**src/rtl/rule_track_pkg.sv**
```systemverilog
package rule_track_pkg;
  typedef enum logic [0:0] {
    WK_IDLE = 1'b0,
    WK_RUN  = 1'b1
  } walk_state_e;
endpackage

```
**src/rtl/rule_ram.sv**
```systemverilog
// Entry descriptor store: one write port, one registered read port.
module rule_ram #(
  parameter int DEPTH = 16,
  parameter int DW    = 8,
  parameter int AW    = $clog2(DEPTH)
) (
  input  logic          clk,
  input  logic          we,
  input  logic [AW-1:0] waddr,
  input  logic [DW-1:0] wdata,
  input  logic [AW-1:0] raddr,
  output logic [DW-1:0] rdata
);
  logic [DW-1:0] mem [DEPTH];

  always_ff @(posedge clk) begin
    if (we) mem[waddr] <= wdata;
    rdata <= mem[raddr];
  end
endmodule

```
**src/rtl/flag_bank.sv**
```systemverilog
// Per-entry found flags with a single-cycle clear and a registered query port.
module flag_bank #(
  parameter int N  = 16,
  parameter int IW = $clog2(N)
) (
  input  logic          clk,
  input  logic          rst,
  input  logic          clear,
  input  logic          set_v,
  input  logic [IW-1:0] set_idx,
  input  logic          qry_v,
  input  logic [IW-1:0] qry_idx,
  output logic          qry_ack,
  output logic          qry_matched,
  output logic [N-1:0]  flags
);
  logic [N-1:0] flags_nxt;

  // Clear first, then apply the hit so a hit on the opening cycle survives.
  always_comb begin
    flags_nxt = clear ? '0 : flags;
    if (set_v) flags_nxt[set_idx] = 1'b1;
  end

  always_ff @(posedge clk) begin
    if (rst) begin
      flags       <= '0;
      qry_ack     <= 1'b0;
      qry_matched <= 1'b0;
    end else begin
      flags       <= flags_nxt;
      qry_ack     <= qry_v;
      qry_matched <= qry_v ? flags_nxt[qry_idx] : 1'b0;
    end
  end
endmodule

```
**src/rtl/head_walker.sv**
```systemverilog
// Visits head entries one per cycle and keeps the best complete rule.
module head_walker
  import rule_track_pkg::*;
#(
  parameter int N       = 16,
  parameter int ID_W    = 8,
  parameter int MAX_SIB = 3,
  parameter int IW      = $clog2(N),
  parameter int CW      = $clog2(MAX_SIB + 1)
) (
  input  logic                  clk,
  input  logic                  rst,
  input  logic                  start,
  input  logic [N-1:0]          head_map,
  input  logic [N-1:0]          flags,
  output logic [IW-1:0]         rd_addr,
  input  logic [ID_W-1:0]       rd_id,
  input  logic [CW-1:0]         rd_cnt,
  input  logic [MAX_SIB*IW-1:0] rd_sibs,
  output logic                  busy,
  output logic                  res_valid,
  output logic                  res_found,
  output logic [ID_W-1:0]       res_id
);
  walk_state_e     state;
  logic [N-1:0]    remaining;
  logic            pick_v;
  logic [IW-1:0]   pick_idx;
  logic            s1_v;
  logic [IW-1:0]   s1_idx;
  logic            best_v;
  logic [ID_W-1:0] best_id;
  logic            complete;
  logic            take;

  // Lowest-index head still to be visited.
  always_comb begin
    pick_v   = 1'b0;
    pick_idx = '0;
    for (int i = N - 1; i >= 0; i--) begin
      if (remaining[i]) begin
        pick_v   = 1'b1;
        pick_idx = IW'(i);
      end
    end
  end

  assign rd_addr = pick_idx;

  // Descriptor of s1_idx is on the RAM output this cycle.
  always_comb begin
    complete = flags[s1_idx];
    for (int k = 0; k < MAX_SIB; k++) begin
      if ((CW'(k) < rd_cnt) && !flags[rd_sibs[k*IW +: IW]]) complete = 1'b0;
    end
  end

  assign take = s1_v && complete && (!best_v || (rd_id < best_id));
  assign busy = (state == WK_RUN);

  always_ff @(posedge clk) begin
    if (rst) begin
      state     <= WK_IDLE;
      remaining <= '0;
      s1_v      <= 1'b0;
      s1_idx    <= '0;
      best_v    <= 1'b0;
      best_id   <= '0;
      res_valid <= 1'b0;
      res_found <= 1'b0;
      res_id    <= '0;
    end else begin
      res_valid <= 1'b0;
      case (state)
        WK_IDLE: begin
          s1_v <= 1'b0;
          if (start) begin
            remaining <= head_map;
            best_v    <= 1'b0;
            best_id   <= '0;
            state     <= WK_RUN;
          end
        end
        WK_RUN: begin
          s1_v   <= pick_v;
          s1_idx <= pick_idx;
          if (pick_v) remaining[pick_idx] <= 1'b0;
          if (take) begin
            best_v  <= 1'b1;
            best_id <= rd_id;
          end
          if (!pick_v && !s1_v) begin
            state     <= WK_IDLE;
            res_valid <= 1'b1;
            res_found <= best_v;
            res_id    <= best_v ? best_id : '0;
          end
        end
        default: state <= WK_IDLE;
      endcase
    end
  end
endmodule

```
**src/rtl/rule_status_tracker.sv**
```systemverilog
module rule_status_tracker #(
  parameter int  N_ENTRIES = 16,
  parameter int  ID_W      = 8,
  parameter int  MAX_SIB   = 3,
  localparam int IW        = $clog2(N_ENTRIES),
  localparam int CW        = $clog2(MAX_SIB + 1)
) (
  input  logic                  clk,
  input  logic                  rst,
  input  logic                  cfg_we,
  input  logic [IW-1:0]         cfg_idx,
  input  logic                  cfg_head,
  input  logic [ID_W-1:0]       cfg_rule_id,
  input  logic [CW-1:0]         cfg_sib_cnt,
  input  logic [MAX_SIB*IW-1:0] cfg_sibs,
  input  logic                  scan_start,
  input  logic                  hit_valid,
  input  logic [IW-1:0]         hit_idx,
  input  logic                  qry_valid,
  input  logic [IW-1:0]         qry_idx,
  output logic                  qry_ack,
  output logic                  qry_matched,
  input  logic                  scan_end,
  output logic                  busy,
  output logic                  res_valid,
  output logic                  res_found,
  output logic [ID_W-1:0]       res_rule_id
);
  localparam int SW = MAX_SIB * IW;
  localparam int RW = ID_W + CW + SW;

  logic [N_ENTRIES-1:0] head_map;
  logic [N_ENTRIES-1:0] flags;
  logic [IW-1:0]        rd_addr;
  logic [RW-1:0]        rd_word;
  logic                 accept;

  assign accept = !busy;

  always_ff @(posedge clk) begin
    if (rst) head_map <= '0;
    else if (cfg_we && accept) head_map[cfg_idx] <= cfg_head;
  end

  rule_ram #(.DEPTH(N_ENTRIES), .DW(RW), .AW(IW)) u_ram (
    .clk   (clk),
    .we    (cfg_we && accept),
    .waddr (cfg_idx),
    .wdata ({cfg_rule_id, cfg_sib_cnt, cfg_sibs}),
    .raddr (rd_addr),
    .rdata (rd_word)
  );

  flag_bank #(.N(N_ENTRIES), .IW(IW)) u_flags (
    .clk         (clk),
    .rst         (rst),
    .clear       (scan_start && accept),
    .set_v       (hit_valid && accept),
    .set_idx     (hit_idx),
    .qry_v       (qry_valid && accept),
    .qry_idx     (qry_idx),
    .qry_ack     (qry_ack),
    .qry_matched (qry_matched),
    .flags       (flags)
  );

  head_walker #(
    .N(N_ENTRIES), .ID_W(ID_W), .MAX_SIB(MAX_SIB), .IW(IW), .CW(CW)
  ) u_walk (
    .clk       (clk),
    .rst       (rst),
    .start     (scan_end && accept),
    .head_map  (head_map),
    .flags     (flags),
    .rd_addr   (rd_addr),
    .rd_id     (rd_word[RW-1 -: ID_W]),
    .rd_cnt    (rd_word[SW +: CW]),
    .rd_sibs   (rd_word[SW-1:0]),
    .busy      (busy),
    .res_valid (res_valid),
    .res_found (res_found),
    .res_id    (res_rule_id)
  );
endmodule

```
**config.mk**
```make
export PLATFORM = sky130hd
export DESIGN_NAME = rule_status_tracker
export DESIGN_NICKNAME = d
export VERILOG_FILES = /design/src/rtl/rule_track_pkg.sv /design/src/rtl/rule_ram.sv /design/src/rtl/flag_bank.sv /design/src/rtl/head_walker.sv /design/src/rtl/rule_status_tracker.sv
export SDC_FILE = /design/constraint.sdc
export NUM_CORES = 1
export LEC_CHECK = 0
export BUFFER_PORTS_ARGS = -buffer_cell sky130_fd_sc_hd__buf_2
export CAP_MARGIN = 5
export CORE_ASPECT_RATIO = 0.75
export CORE_UTILIZATION = 60
export DETAILED_ROUTE_END_ITERATION = 10
export GPL_TIMING_DRIVEN = 1
export PLACE_DENSITY_LB_ADDON = 0.1
export SLEW_MARGIN = 5
export SYNTH_ARGS = -nofsm -noshare
export SYNTH_HDL_FRONTEND = slang
export SYNTH_SLANG_ARGS = --single-unit
```
**constraint.sdc**
```tcl
create_clock -name clk -period 3.8 [get_ports clk]
set_input_delay 0.76 -clock clk [delete_from_list [all_inputs] [get_ports clk]]
set_output_delay 0.76 -clock clk [all_outputs]
set_load 0.01 [all_outputs]
```
==> key figures <==
Status
  – Status: finished clean

Power
  – Pwr Density: ~500 nW/um2
  – Leakage: 6.92 nW
  – Switching Share: 23.6%
  – Power Total: 10.4 mW
  – Clock power frac: 39.7%
  – Comb power frac: 7.8%
  – Sequential Power Share: 52.5%
  – Cell-internal power: 7.97 mW
  – Maximum vdd ir drop: 0.000409 V
  – P_sw: 2.46 mW

STA
  – Slew @ Worst Pin: 1.20 ns
  – Crit share post-route: 78.8%
  – Hold Fails Final Rpt: 0
  – Worst Skew: 0.0265 ns
  – F_max: 0.334 GHz
  – Normalized max-slew margin: 19.9%
  – RSZ-0062 raised after global routing: no
  – Final count of pins violating max slew: 0
  – Fin crit period: 2.99 ns
  – Final setup vio count: 0
  – Setup TNS: 0 ns

Job
  – Max-cap violations: 0

Logic synthesis
  – Post-synth top area cell: edfxtp_1
  – Cell Area, Synth: roughly 19,000 um2
  – FFs w/ async S/R, synth: 0%
  – Yosys cell types: just over 60
  – Largest cells by area after synthesis: edfxtp_1, dfxtp_1, nand2_1, a211oi_1, a21oi_1
  – Synth top area share: 56.4%
  – Register bit total from synthesis: between 400 and 500
  – Syn Area/Cell: approximately 13 um2
  – Synth Instances: 1,410
  – Syn. warnings: 0
  – Synth Flop Type: edfxtp_1
  – Synth Net Count: 1,459
  – Sequential area share after synthesis: roughly two thirds
  – Post-synth EDFFs: 352

Layout
  – Design area: around 21,000 um2
  – Final net count: 1,500
  – Most common cell after layout, fill and taps aside: edfxtp_1
  – Layout cells sized above 1: 16.4%
  – Final Non-Filler Cells: 1,886
  – Most frequent cells in the layout: edfxtp_1, nand2_1, a21oi_1
  – Area growth syn-to-layout: 11.7%

Worst setup path
  – CP arrival: approximately 3.4 ns
  – Critical path class: register to register
  – Crit-path cells: nand2b_1 -> o31a_2 -> buf_4 -> a21boi_0 -> a211oi_1 -> a211oi_1 -> a311o_1
  – Critical Path End Type: register
  – Top cell by count, worst path: a211oi_1
  – Worst path slowest cell: o31a_2
  – CP startpoint kind: register
  – CP required: roughly 4.2 ns
  – Worst stage delay on the critical path: around 0.86 ns
  – Worst-path fanout max: between 40 and 50

Routing
  – Vias: 12,614
  – Routed wire length: roughly 50,000 um
  – DRC: 0
  – Drt first-iter violations: 1,655
  – Drt wl/cell: 26.4 um
  – Drt first pass iters: 7
  – ANT nets after route: 0
  – Vias per cell: around 6.7

Die
  – Die area: roughly 32,000 um2
  – Core area: between 30,000 and 40,000 um2
  – Die height: 155 um
  – Initial Utilization: 61.6%
  – I/O pin cnt: 55
  – Rows: 55
  – Die W: 206 um

Global route
  – Initial antenna violation count: 2
  – Number of global-route vias before repair: between 10,000 and 15,000
  – Largest net degree at the start of global routing: 56
  – GRT Residual Overflow: 0
  – GR Util All Layers: between 30% and 40%
  – First-pass GRT wire length: 73,700 um

Clocking
  – CTS tree: done
  – # H-tree levels: 2
  – Number of setup buffers added after CTS: 0
  – Clk sinks: 449
  – Num CTS Buffers: 43
  – Clock insertion delay at the later pin of the skew report: 0.57 ns
  – Hold buffer count at CTS: 0
  – Root buffer cell: clkbuf_16
  – CTS max path bufs: 3
  – # resized after CTS: 0
  – Clk pin slew, worst setup/hold paths: 0.06 ns

Min path
  – Hold Path Class: register to register

Placed design
  – # port buffers: 54
  – Cell count after placement: 1,805
  – DP HPWL: 28,900 um
  – RePlAce Congestion: 0.901
  – Area after DPL: 19,600 um2
## metal layers
metal  share of wire (%)  GRT usage [%]  up-vias
li1                    -              -     5597
met1                  42           45.7     6322
met2                  46           47.5      598
met3                 9.0           6.22       95
met4                 3.1           11.5        2
met5               0.024              0        -
## layout make-up
cell class	count	area, um2
inverter	13	48.8
timing repair buffer	100	703
clock inverter	22	170
fill	2114	9480
clock buffer	58	1170
sequential	449	12500
tap	399	499
multi-input combinational	844	5820
antenna	1	2.50
## flip-flops by register name, indices dropped and copies added, names as in the netlist, 4 cells and up
name and count:
head_map 16, u_flags.flags 16, u_ram.mem 352, u_ram.rdata 22
u_walk.best_id 8, u_walk.remaining 16, u_walk.res_id 8, u_walk.s1_idx 4
## metrics by stage
stage	setup slack (ns)	util, %	hold WS, ns
after floorplan	0.414	-	0.431
after global placement	0.945	64.4	0.436
after detailed placement	0.868	64.4	0.440
after CTS	0.846	68.8	0.448
after global routing	0.592	68.8	0.459
final	0.806	68.8	0.447
## power groups by stage
stage / clock (mW) / sequential, mW / combinational, mW
finish: 4.14 / 5.48 / 0.812
global placement: 0 / 5.58 / 0.778
floorplan: 0 / 5.54 / 0.508
CTS: 4.17 / 5.48 / 0.801
global route: 4.37 / 5.48 / 0.873
detailed placement: 0 / 5.59 / 0.798
## critical path, delay by kind of cell, from the launching register on
kind,cells,cell delay [ns]
AOI/OAI and AO/OA,5,1.74
DFF,1,0.56
buffers and inverters,1,0.38
and+or+nand+nor,1,0.20
## worst paths after layout
check,startpoint,slack [ns],cells after the start,endpoint
worst min register to register,u_walk.res_id[7]$_SDFFE_PP0P_,0.45,2,u_walk.res_id[7]$_SDFFE_PP0P_
worst min-delay path,u_walk.res_id[7]$_SDFFE_PP0P_,0.45,2,u_walk.res_id[7]$_SDFFE_PP0P_
worst max register to register,u_walk.remaining[2]$_SDFFE_PP0P_,0.81,7,u_ram.rdata[17]$_DFF_P_
worst max-delay path,u_walk.remaining[2]$_SDFFE_PP0P_,0.81,7,u_ram.rdata[17]$_DFF_P_
## cells by family after synthesis
group,count (synthesis),share of synthesized area [%]
buf+inv,117,2.76
fa+ha+maj,7,0.467
flops,449,66.8
compound gates,437,17.7
mux,43,3.47
simple gates,356,8.76
xor+xnor,1,0.0468
## synthesized netlist by cell type, drive strengths merged (5+ instances only)
cell / instances
a211oi: 74
a21boi: 64
a21oi: 99
a221oi: 43
a22oi: 26
a311o: 21
and3: 21
buf: 41
clkbuf: 63
dfxtp: 97
edfxtp: 352
ha: 7
inv: 13
mux2: 6
mux2i: 20
mux4: 17
nand2: 158
nand3: 37
nor2: 66
nor2b: 46
nor3: 5
nor4: 6
o211ai: 14
o21ai: 20
o311ai: 10
o31ai: 25
o32ai: 19
Power figures use the tool's default switching activity.
